--- src/rtl/wdt_dc_pkg.sv ---
// Shared types for the paired-clear watchdog.
// Assumes: nothing beyond IEEE 1800-2017.
package wdt_dc_pkg;
    // Progress of the clear-command pair
    typedef enum logic [1:0] {
        SEQ_EMPTY = 2'd0,
        SEQ_GOT_A = 2'd1,
        SEQ_GOT_B = 2'd2
    } seq_state_t;
endpackage

--- src/rtl/wdt_timebase.sv ---
// Tick selection, prescaler and main counter of the watchdog.
// Produces a combinational expire strobe in the cycle whose tick
// wraps both stages. A clear zeroes both stages and has priority.
// Assumes: tick_src entries are one-cycle enables in the clk domain.
module wdt_timebase #(
    parameter int NUM_SRC = 2,
    parameter int PRE_W   = 7,
    parameter int CNT_W   = 8,
    localparam int SEL_W  = (NUM_SRC > 1) ? $clog2(NUM_SRC) : 1
) (
    input  logic               clk,
    input  logic               rst_n,
    input  logic               en,
    input  logic [NUM_SRC-1:0] tick_src,
    input  logic [SEL_W-1:0]   tick_sel,
    input  logic               clear,
    output logic               expire
);
    logic             step;
    logic             pre_carry;
    logic [CNT_W-1:0] cnt_q;

    // Pick the selected source and gate it with the enable
    always_comb begin
        step = en & tick_src[tick_sel];
    end

    generate
        if (PRE_W > 0) begin : g_pre
            logic [PRE_W-1:0] pre_q;

            // Prescaler count, cleared on request
            always_ff @(posedge clk) begin
                if (!rst_n || clear) begin
                    pre_q <= '0;
                end else if (step) begin
                    pre_q <= pre_q + 1'b1;
                end
            end

            assign pre_carry = step & (&pre_q);

            AST_PRE_HOLD: assert property (@(posedge clk) disable iff (!rst_n)
                (!en && !clear) |=> $stable(pre_q));
        end else begin : g_nopre
            assign pre_carry = step;
        end
    endgenerate

    // Main counter advanced by prescaler carries
    always_ff @(posedge clk) begin
        if (!rst_n || clear) begin
            cnt_q <= '0;
        end else if (pre_carry) begin
            cnt_q <= cnt_q + 1'b1;
        end
    end

    assign expire = pre_carry & (&cnt_q);

    AST_CNT_HOLD: assert property (@(posedge clk) disable iff (!rst_n)
        (!en && !clear) |=> $stable(cnt_q));
    AST_NO_EXPIRE_OFF: assert property (@(posedge clk) disable iff (!rst_n)
        !en |-> !expire);
endmodule

--- src/rtl/wdt_clear_seq.sv ---
// Tracks the two clear strobes. A pair completes when the second,
// different strobe follows the first. Repeats keep the state, and a
// cycle with both strobes high is ignored. The state empties after
// each completed pair.
// Assumes: strobes are single-cycle requests from the instruction side.
module wdt_clear_seq
    import wdt_dc_pkg::*;
(
    input  logic clk,
    input  logic rst_n,
    input  logic clr_a,
    input  logic clr_b,
    output logic pair_done
);
    seq_state_t st_q;
    seq_state_t st_d;
    logic       only_a;
    logic       only_b;

    // Decode the strobes and form the next state
    always_comb begin
        only_a    = clr_a & ~clr_b;
        only_b    = clr_b & ~clr_a;
        pair_done = (st_q == SEQ_GOT_A && only_b) || (st_q == SEQ_GOT_B && only_a);
        st_d      = st_q;
        if (pair_done) begin
            st_d = SEQ_EMPTY;
        end else if (only_a) begin
            st_d = SEQ_GOT_A;
        end else if (only_b) begin
            st_d = SEQ_GOT_B;
        end
    end

    // State register for the pair tracker
    always_ff @(posedge clk) begin
        if (!rst_n) begin
            st_q <= SEQ_EMPTY;
        end else begin
            st_q <= st_d;
        end
    end

    AST_PAIR_EMPTIES: assert property (@(posedge clk) disable iff (!rst_n)
        pair_done |=> (st_q == SEQ_EMPTY));
    AST_REPEAT_A: assert property (@(posedge clk) disable iff (!rst_n)
        (st_q == SEQ_GOT_A && clr_a) |-> !pair_done);
    AST_BOTH_IGNORED: assert property (@(posedge clk) disable iff (!rst_n)
        (clr_a && clr_b) |=> $stable(st_q));
endmodule

--- src/rtl/wdt_wake_hold.sv ---
// Holds off execution for a fixed number of cycles after a wake-up.
// hold is high in the cycle after start and for WAKE_CYCLES cycles in all.
// Assumes: WAKE_CYCLES >= 1.
module wdt_wake_hold #(
    parameter int WAKE_CYCLES = 1024,
    localparam int HW = $clog2(WAKE_CYCLES + 1)
) (
    input  logic clk,
    input  logic rst_n,
    input  logic start,
    output logic hold
);
    logic [HW-1:0] left_q;

    // Load on start, count down to zero
    always_ff @(posedge clk) begin
        if (!rst_n) begin
            left_q <= '0;
        end else if (start) begin
            left_q <= HW'(WAKE_CYCLES);
        end else if (left_q != '0) begin
            left_q <= left_q - 1'b1;
        end
    end

    assign hold = (left_q != '0);

    AST_HOLD_LOADS: assert property (@(posedge clk) disable iff (!rst_n)
        start |=> hold);
endmodule

--- src/rtl/wdt_dualclr_top.sv ---
// Watchdog top: combines the timebase, the clear-pair tracker and the
// wake hold, and keeps the time-out, power-down and halted state.
// Priority in one cycle: halt, then a completed pair, then an expiry.
// Assumes: commands are single-cycle strobes synchronous to clk.
module wdt_dualclr_top #(
    parameter int NUM_SRC     = 2,
    parameter int PRE_W       = 7,
    parameter int CNT_W       = 8,
    parameter int WAKE_CYCLES = 1024,
    localparam int SEL_W      = (NUM_SRC > 1) ? $clog2(NUM_SRC) : 1
) (
    input  logic               clk,
    input  logic               rst_n,
    input  logic               wdt_en,
    input  logic [NUM_SRC-1:0] tick_src,
    input  logic [SEL_W-1:0]   tick_sel,
    input  logic               clr_a,
    input  logic               clr_b,
    input  logic               halt_cmd,
    output logic               rst_req,
    output logic               wake_pulse,
    output logic               to_flag,
    output logic               pd_flag,
    output logic               halted,
    output logic               hold_exec
);
    logic pair_done;
    logic expire;
    logic tb_clear;
    logic expire_eff;
    logic wake_start;

    // Clear the timebase on a halt or a completed pair; mask an overridden expiry
    always_comb begin
        tb_clear   = halt_cmd | pair_done;
        expire_eff = expire & ~tb_clear;
        wake_start = expire_eff & halted;
    end

    wdt_timebase #(
        .NUM_SRC (NUM_SRC),
        .PRE_W   (PRE_W),
        .CNT_W   (CNT_W)
    ) u_timebase (
        .clk      (clk),
        .rst_n    (rst_n),
        .en       (wdt_en),
        .tick_src (tick_src),
        .tick_sel (tick_sel),
        .clear    (tb_clear),
        .expire   (expire)
    );

    wdt_clear_seq u_clear_seq (
        .clk       (clk),
        .rst_n     (rst_n),
        .clr_a     (clr_a),
        .clr_b     (clr_b),
        .pair_done (pair_done)
    );

    wdt_wake_hold #(
        .WAKE_CYCLES (WAKE_CYCLES)
    ) u_wake_hold (
        .clk   (clk),
        .rst_n (rst_n),
        .start (wake_start),
        .hold  (hold_exec)
    );

    // Flags, halted state and the one-cycle outputs
    always_ff @(posedge clk) begin
        if (!rst_n) begin
            to_flag    <= 1'b0;
            pd_flag    <= 1'b0;
            halted     <= 1'b0;
            rst_req    <= 1'b0;
            wake_pulse <= 1'b0;
        end else begin
            rst_req    <= expire_eff & ~halted;
            wake_pulse <= wake_start;
            if (halt_cmd) begin
                pd_flag <= 1'b1;
                to_flag <= 1'b0;
                halted  <= 1'b1;
            end else if (pair_done) begin
                pd_flag <= 1'b0;
                to_flag <= 1'b0;
            end else if (expire_eff) begin
                to_flag <= 1'b1;
                halted  <= 1'b0;
            end
        end
    end

    AST_RST_ONE_CYCLE: assert property (@(posedge clk) disable iff (!rst_n)
        rst_req |=> !rst_req);
    AST_RST_SETS_TO: assert property (@(posedge clk) disable iff (!rst_n)
        rst_req |-> to_flag);
    AST_NO_RST_HALTED: assert property (@(posedge clk) disable iff (!rst_n)
        halted |=> !rst_req);
    AST_WAKE_EXITS: assert property (@(posedge clk) disable iff (!rst_n)
        wake_pulse |-> (!halted && to_flag));
    AST_WAKE_HOLDS: assert property (@(posedge clk) disable iff (!rst_n)
        wake_pulse |-> hold_exec);
    AST_HALT_FLAGS: assert property (@(posedge clk) disable iff (!rst_n)
        halt_cmd |=> (pd_flag && !to_flag && halted));
    AST_HALT_BEATS_EXPIRY: assert property (@(posedge clk) disable iff (!rst_n)
        halt_cmd |=> (!rst_req && !wake_pulse));
    AST_PAIR_CLEARS: assert property (@(posedge clk) disable iff (!rst_n)
        (pair_done && !halt_cmd) |=> (!to_flag && !pd_flag && !rst_req));
endmodule

--- config.mk ---
export PLATFORM = sky130hd
export DESIGN_NAME = wdt_dualclr_top
export DESIGN_NICKNAME = d
export VERILOG_FILES = /design/src/rtl/wdt_dc_pkg.sv /design/src/rtl/wdt_timebase.sv /design/src/rtl/wdt_clear_seq.sv /design/src/rtl/wdt_wake_hold.sv /design/src/rtl/wdt_dualclr_top.sv
export SDC_FILE = /design/constraint.sdc
export NUM_CORES = 1
export LEC_CHECK = 0
export BUFFER_PORTS_ARGS = -buffer_cell sky130_fd_sc_hd__buf_2
export CORE_AREA = 2 2 71 73
export CTS_CLUSTER_SIZE = 12
export DETAILED_ROUTE_END_ITERATION = 7
export DIE_AREA = 0 0 73 75
export GPL_TIMING_DRIVEN = 1
export PLACE_DENSITY_LB_ADDON = 0.25
export RECOVER_POWER = 25
export SKIP_LAST_GASP = 1
export SYNTH_ARGS = -nofsm -noshare
export SYNTH_HDL_FRONTEND = slang
export SYNTH_SLANG_ARGS = --single-unit
--- constraint.sdc ---
create_clock -name clk -period 2.05 [get_ports clk]
set_input_delay 0.41 -clock clk [delete_from_list [all_inputs] [get_ports clk]]
set_output_delay 0.41 -clock clk [all_outputs]
set_load 0.005 [all_outputs]
==> impl_summary.md, run 1 <==
Global routing
The total grt overflow is 0. Entering global routing, the biggest net connects 16 pins. The first-pass GRT wire length is 5060 um. The number of global-route vias before repair was 1,142. The number of antenna violations at the first check in global routing was 0. The total track usage is 0.121.

Timing
Setup slack closes at 0.228 ns. The achievable clock frequency is 0.549 GHz. The accumulated negative setup slack is 0 ns.

The number of max-slew violations in the final report is 0. The clock skew after layout is 0.00282 ns. For the pin with the worst max-slew slack, the measured transition is 0.685 ns.

The final critical delay including setup and external delays is 1.82 ns. Setup repair after global routing left no endpoint under its margin. The count of endpoints failing setup in the final report is 0.

The final period utilization is 0.889. The worst-case headroom to the max-slew limit is 0.544. The final count of hold timing violations came to 0.

Route
Dividing the detail-routed via count by the number of cells gives 4.91. The initial DRC count is 62. Across all layers, the routed design uses 1,256 vias.

Once detail routing completed, the nets flagged for antenna violations numbered 0. Wires add up to 2930 um. The number of optimization iterations in the first detailed-route pass is 4. The DRC violation count after routing is 0. In the final routed layout, each cell accounts on average for 11.4 um.

Yosys
Counting flops with an async set or reset pin after synthesis yields a share of 0. After synthesis, the mean cell area works out to 8.79 um2. Of the synthesized area, sequential elements account for 0.420. The mapped netlist covers 1570 um2.

The Yosys warning count is 0. The share of the synthesized area in the top cell type is 0.420. The biggest area contributor in the post-synthesis netlist is sky130_fd_sc_hd__dfxtp_1. Counting distinct cell types in the post-synthesis netlist gives 42. The predominant post-synthesis flop cell is sky130_fd_sc_hd__dfxtp_1. Counting every net in the synthesized netlist gives 193.

Yosys mapped a number of flops with a built-in enable equal to 0. Counting flops and latches in the post-synthesis netlist gives 33. By area the synthesized netlist is led by sky130_fd_sc_hd__dfxtp_1 42%, sky130_fd_sc_hd__nor2_1 5.5%, sky130_fd_sc_hd__xor2_1 4.5%. The cell count after synthesis is 179.

Finish
The library cells used most frequently in the layout, excluding fill and tap cells, are 33 x sky130_fd_sc_hd__dfxtp_1, 23 x sky130_fd_sc_hd__nor2_1, 12 x sky130_fd_sc_hd__nand2_1. The layout overhead on the synthesized area is 14.9%. The repair_antennas step left the layout with diodes totalling 0. The design area is 1810 um2. In the final layout, the share of cells above drive strength 1 is 0.119. The most frequent standard cell in the layout excluding fill and tap cells is sky130_fd_sc_hd__dfxtp_1. The net count of the finished layout is 215.

Power and ir drop
The worst IR drop on VDD is 0.534 mV. In this run the power density over the cells is 1070 nW/um2. The static leakage power is 0.734 nW.

Critical path
In this run the critical register-to-register path is captured at u_timebase.cnt_q[6]. The worst setup path is of the flip-flop to output pin kind. For the worst setup path, the data arrival time is 1.41 ns. The worst setup path is launched from a flip-flop. In this run the critical register-to-register path is launched from u_timebase.g_pre.pre_q[0]. The depth of the worst register-to-register path is 6. The category of the worst setup path capture point is an output pin. At the worst endpoint, the required time is 1.64 ns. The maximum fanout along the worst path is 9. The setup check on the worst reg-to-reg path leaves a slack of 0.31 ns.

Placed design
The HPWL after detailed placement is 2080 um. The placed instance area is 1740 um2. The total of buffers placed on input and output ports is 14. The routability congestion estimate is 0.773. The worst setup slack before clock tree synthesis is 0.114 ns.

Job
The max-cap violation count is 0.

Die
Measured along the x axis, the die boundary spans 73 um. The count of pins on the block boundary is 15. The row count is 25. The vertical die dimension is 75 um. The initial utilization of the core area, before any placement, comes to 0.338. The floorplan step defined a core boundary enclosing 4660 um2. The die footprint is 5480 um2.

Worst hold path
The hold path endpoint is halted. Along the worst hold path, the cell count comes to 2. The startpoint of the worst hold path is halt_cmd. The class of the tightest hold or removal check is primary input to flip-flop.

Clock tree
For this design, the sink count on the clock tree is 33. The clock insertion delay at the later pin of the skew report is 0.29 ns. The number of buffers inserted for hold repair after clock tree synthesis is 0.

The TritonCTS buffer count is 5. The longest clock path from root to sink contains 2 buffers. The register clock-pin slew on the reported worst setup and hold paths is 0.06 ns.

The CTS H-tree depth is 2. The buffer cell driving the clock tree root is sky130_fd_sc_hd__clkbuf_8. The CTS tree is built.

The post-CTS setup-driven buffer insertion count is 0. The number of gates resized after CTS was 0.

Run status
The run finished with clean final reports.
-- kinds of logic (layout without fill, tap and decap cells) --
| kind of cell | count (synthesis) | count (layout) | share of synthesized area |
|---|---|---|---|
| fa+ha+maj | 5 | 5 | 0.0397 |
| xor+xnor | 10 | 10 | 0.0556 |
| buf+inv | 15 | 38 | 0.0366 |
| simple gates | 83 | 83 | 0.290 |
| compound gates | 28 | 28 | 0.126 |
| flops | 33 | 33 | 0.420 |
| mux | 5 | 5 | 0.0326 |
-- worst max path at each step --
stage	endpoint	depth (start not counted)	slack (ns)	startpoint
2_1_floorplan	u_timebase.cnt_q[7]	7	0.16	clr_b
3_3_place_gp	u_timebase.cnt_q[7]	6	0.14	clr_a
3_5_place_dp	u_timebase.cnt_q[7]	6	0.11	clr_a
4_1_cts	hold_exec	4	0.23	u_wake_hold.left_q[0]
5_1_grt	hold_exec	4	0.10	u_wake_hold.left_q[1]
6_report	hold_exec	4	0.23	u_wake_hold.left_q[0]
-- registers in the layout (all words and copies together) (netlist names) --
register and count:
to_flag 1, halted 1, u_timebase.g_pre.pre_q 7, rst_req 1, u_wake_hold.left_q 11, pd_flag 1, u_clear_seq.st_q 2, u_timebase.cnt_q 8
wake_pulse 1
-- area by class of cell --
class	instances	area [um2]
fill	452	2850
clock buffer	8	80.1
tap	54	67.6
multi-input combinational	131	856
sequential	33	661
timing repair buffer	21	111
inverter	9	33.8
-- synthesized netlist by cell type (2+ instances only) --
master and count:
sky130_fd_sc_hd__o211ai_1 2, sky130_fd_sc_hd__o21a_1 3, sky130_fd_sc_hd__nor3_1 3, sky130_fd_sc_hd__nand3_1 9, sky130_fd_sc_hd__mux2i_1 4, sky130_fd_sc_hd__clkbuf_1 4
sky130_fd_sc_hd__nand4_1 5, sky130_fd_sc_hd__ha_1 5, sky130_fd_sc_hd__o21ai_0 3, sky130_fd_sc_hd__dfxtp_1 33, sky130_fd_sc_hd__xor2_1 8, sky130_fd_sc_hd__and3_1 3
sky130_fd_sc_hd__nand2b_1 3, sky130_fd_sc_hd__inv_1 9, sky130_fd_sc_hd__a31oi_1 2, sky130_fd_sc_hd__nand2_1 12, sky130_fd_sc_hd__nor4_1 3, sky130_fd_sc_hd__o31a_1 2
sky130_fd_sc_hd__nor2_1 23, sky130_fd_sc_hd__and4_1 3, sky130_fd_sc_hd__and3b_1 2, sky130_fd_sc_hd__a21oi_1 11, sky130_fd_sc_hd__and2_1 3, sky130_fd_sc_hd__or3_1 5
sky130_fd_sc_hd__xnor2_1 2
-- metrics by stage --
stage	hold WS, ns	cells	util	power, mW
after CTS	0.379	256	0.391	1.95
after global placement	0.450	248	0.373	1.48
after detailed placement	0.456	248	0.373	1.48
after floorplan	0.449	179	-	1.28
final	0.382	256	0.388	1.93
after global routing	0.402	256	0.388	2.07
-- layer usage --
| layer | part of all wire | track usage | routed length [um] |
|---|---|---|---|
| met5 | 0 | 0 | 0 |
| met3 | 0.040 | 0.0388 | 116 |
| met4 | 0.023 | 0.0617 | 67 |
| met1 | 0.53 | 0.165 | 1550 |
| met2 | 0.41 | 0.170 | 1200 |
-- critical path, cell delays in order (launching register included) --
cell and delay [ns]:
sky130_fd_sc_hd__dfxtp_1 0.36, sky130_fd_sc_hd__inv_1 0.07, sky130_fd_sc_hd__ha_1 0.33, sky130_fd_sc_hd__nand4_1 0.19, sky130_fd_sc_hd__buf_2 0.18
-- power by group --
group / internal, mW / total, mW / switching [mW]
combinational: 0.306 / 0.638 / 0.332
clock: 0.241 / 0.473 / 0.232
sequential: 0.723 / 0.821 / 0.0980
total: 1.27 / 1.93 / 0.662
(Power assumes the default switching activity.)
==> run 2: changes to the inputs <==
SETUP_SLACK_MARGIN = 0.4   (was default)
==> impl_summary.md, run 2 (synthesis results as in run 1) <==
Route
The DRC violation count after routing is 0. The via density per instance is 5.00. Once detail routing completed, the nets flagged for antenna violations numbered 0. In this run, the number of DRC markers left after iteration 0 of detailed routing was 49. The detailed router placed 1,319 vias in this run. The number of optimization iterations in the first detailed-route pass is 4. The final wirelength is 3130 um. The wire length per cell after detailed routing is 11.9 um.

Power and ir drop
The power density normalized to cell area is 1030 nW/um2. The worst IR drop on VDD is 0.416 mV. The static leakage power is 0.789 nW. Power comes to 2.03 mW.

Timing
Setup repair after global routing could not meet its margin everywhere. The worst-case headroom to the max-slew limit is 0.727. The clock skew after layout is 0.00360 ns. The count of endpoints failing setup in the final report is 0.

At the pin with the least slew margin, the transition time is 0.407 ns. The accumulated negative setup slack is 0 ns. The final count of hold timing violations is 0.

The number of max-slew violations in the final report is 0. Dividing the final minimum period by the clock period gives 0.819. The achievable clock frequency is 0.596 GHz. The worst path in the final design needs a cycle of 1.68 ns, including I/O delays and setup. Across all hold checks on the routed design, the worst slack comes to 0.376 ns.

Finish
The largest registers in the layout are u_wake_hold.left_q x11, u_timebase.cnt_q x8, u_timebase.g_pre.pre_q x7. Counting flops per register, the top entry is u_wake_hold.left_q. The most frequent standard cell in the layout excluding fill and tap cells is sky130_fd_sc_hd__dfxtp_1.

The net count of the finished layout is 223. The layout cell share with drive strength beyond 1 is 0.267. In the layout the commonest cells are 27 x sky130_fd_sc_hd__dfxtp_1, 19 x sky130_fd_sc_hd__nor2_1, 13 x sky130_fd_sc_hd__buf_4. The register with the most flip-flops in the layout has 11 of them. For this run, the share of the core covered by cells in the final layout is 0.423. Relative to the synthesized area, the layout overhead comes to 25.3%. The design area is 1970 um2.

The diode insertion count for antenna repair is 0.

Global routing
The total track usage is 0.123. The first-pass GRT wire length is 5180 um. The pin count of the biggest net entering global routing is 12. The total overflow left after global routing is 0. The number of antenna violations at the first check in global routing is 0. The number of global-route vias before repair is 1,187.

Placed design
In this run the tool buffered the top-level ports with 14 buffer cells. The HPWL after detailed placement is 2120 um. At the end of routability-driven placement, the weighted congestion stood at 0.750. The placed instance area is 1740 um2.

Clock tree
Clock latency on the worst-skew pair, taken at its later pin, is 0.28 ns. The number of clock sinks is 33. The worst-case clock buffer depth is 2. Clock-pin slew was measured on the worst setup and hold paths at 0.06 ns. TritonCTS built the clock tree. The CTS H-tree depth is 2.

The TritonCTS buffer count is 5. The buffer cell driving the clock tree root is sky130_fd_sc_hd__clkbuf_8.

Die
In this run the vertical extent of the chip is 75 um. The die outline width is 73 um. The core region is 4660 um2. The die footprint is 5480 um2. During I/O placement, the number of pins put on the boundary was 15. The row count is 25.

The initial core utilization is 0.338.

Run status
The flow ran to the end, and the final reports show no timing, DRC or antenna violations.

Critical path
Data arrives at the worst endpoint at 1.85 ns. The worst setup path is captured at a flip-flop. In this run the worst path has a maximum fanout of 7. The worst register-to-register path has a setup slack of 0.37 ns. STA puts the critical path data required time at 2.22 ns.

The worst setup path is of the flip-flop to flip-flop kind. STA classifies the critical path startpoint as a flip-flop.

Job
The tool flagged a number of max-cap violations equal to 0.

Worst hold path
The class of the tightest hold or removal check is primary input to flip-flop.
## run 2: cell types whose count changed in the layout (fill, tap and decap cells not counted), moves of 4 or more
cell | previous run | this run
sky130_fd_sc_hd__dfxtp_2 | 0 | 4
sky130_fd_sc_hd__buf_4 | 6 | 13
sky130_fd_sc_hd__nor2_1 | 23 | 19
sky130_fd_sc_hd__dfxtp_1 | 33 | 27
## run 2: path summary, 6_finish.rpt
kind / startpoint / endpoint / depth (start not counted)
max: u_timebase.cnt_q[0] / u_wake_hold.left_q[5] / 6
min: halt_cmd / halted / 2
max reg2reg: u_timebase.cnt_q[0] / u_wake_hold.left_q[5] / 6
min reg2reg: to_flag / to_flag / 1
## run 2: layout make-up
type | count | area (um2)
fillers | 458 | 2690
multi-input cells | 131 | 932
flip-flops and latches | 33 | 673
repair buffers | 29 | 185
clock buffers | 8 | 80.1
well taps | 54 | 67.6
inverters | 9 | 33.8
## run 2: routing by layer
layer	part of all wire	vias up	global-route usage
li1	-	690	-
met2	0.46	22	0.183
met5	0	-	0
met4	0.015	0	0.0494
met1	0.49	602	0.164
met3	0.038	5	0.0402
## run 2: what timing repair did
| item | 4_1_cts | 5_1_grt |
|---|---|---|
| hold buffers | 0 | 0 |
| cloned | 1 | 0 |
| pin swaps | 4 | 10 |
| hold endpoints to repair | 0 | 0 |
| resized for setup | 6 | 21 |
| buffers inserted | 2 | 7 |
| setup endpoints to repair | 15 | 18 |
## run 2: through the flow
step           setup WS, ns  std cells
2_1_floorplan         0.225        179
3_3_place_gp          0.183        246
5_1_grt               0.284        264
3_5_place_dp          0.140        246
6_report              0.371        264
4_1_cts               0.377        257
## run 2: where the power goes
group	switching, mW	leakage [nW]	internal, mW	total (mW)
logic	0.384	0.478	0.370	0.755
registers	0.0949	0.272	0.726	0.821
clock network	0.215	0.0395	0.241	0.455
total	0.694	0.789	1.34	2.03
## run 2: critical path, cell delays in order (launching register included)
cell	delay, ns
sky130_fd_sc_hd__dfxtp_2	0.34
sky130_fd_sc_hd__ha_2	0.19
sky130_fd_sc_hd__and4_4	0.22
sky130_fd_sc_hd__nand4_4	0.14
sky130_fd_sc_hd__o41ai_4	0.46
sky130_fd_sc_hd__buf_6	0.19
sky130_fd_sc_hd__nor2_1	0.04
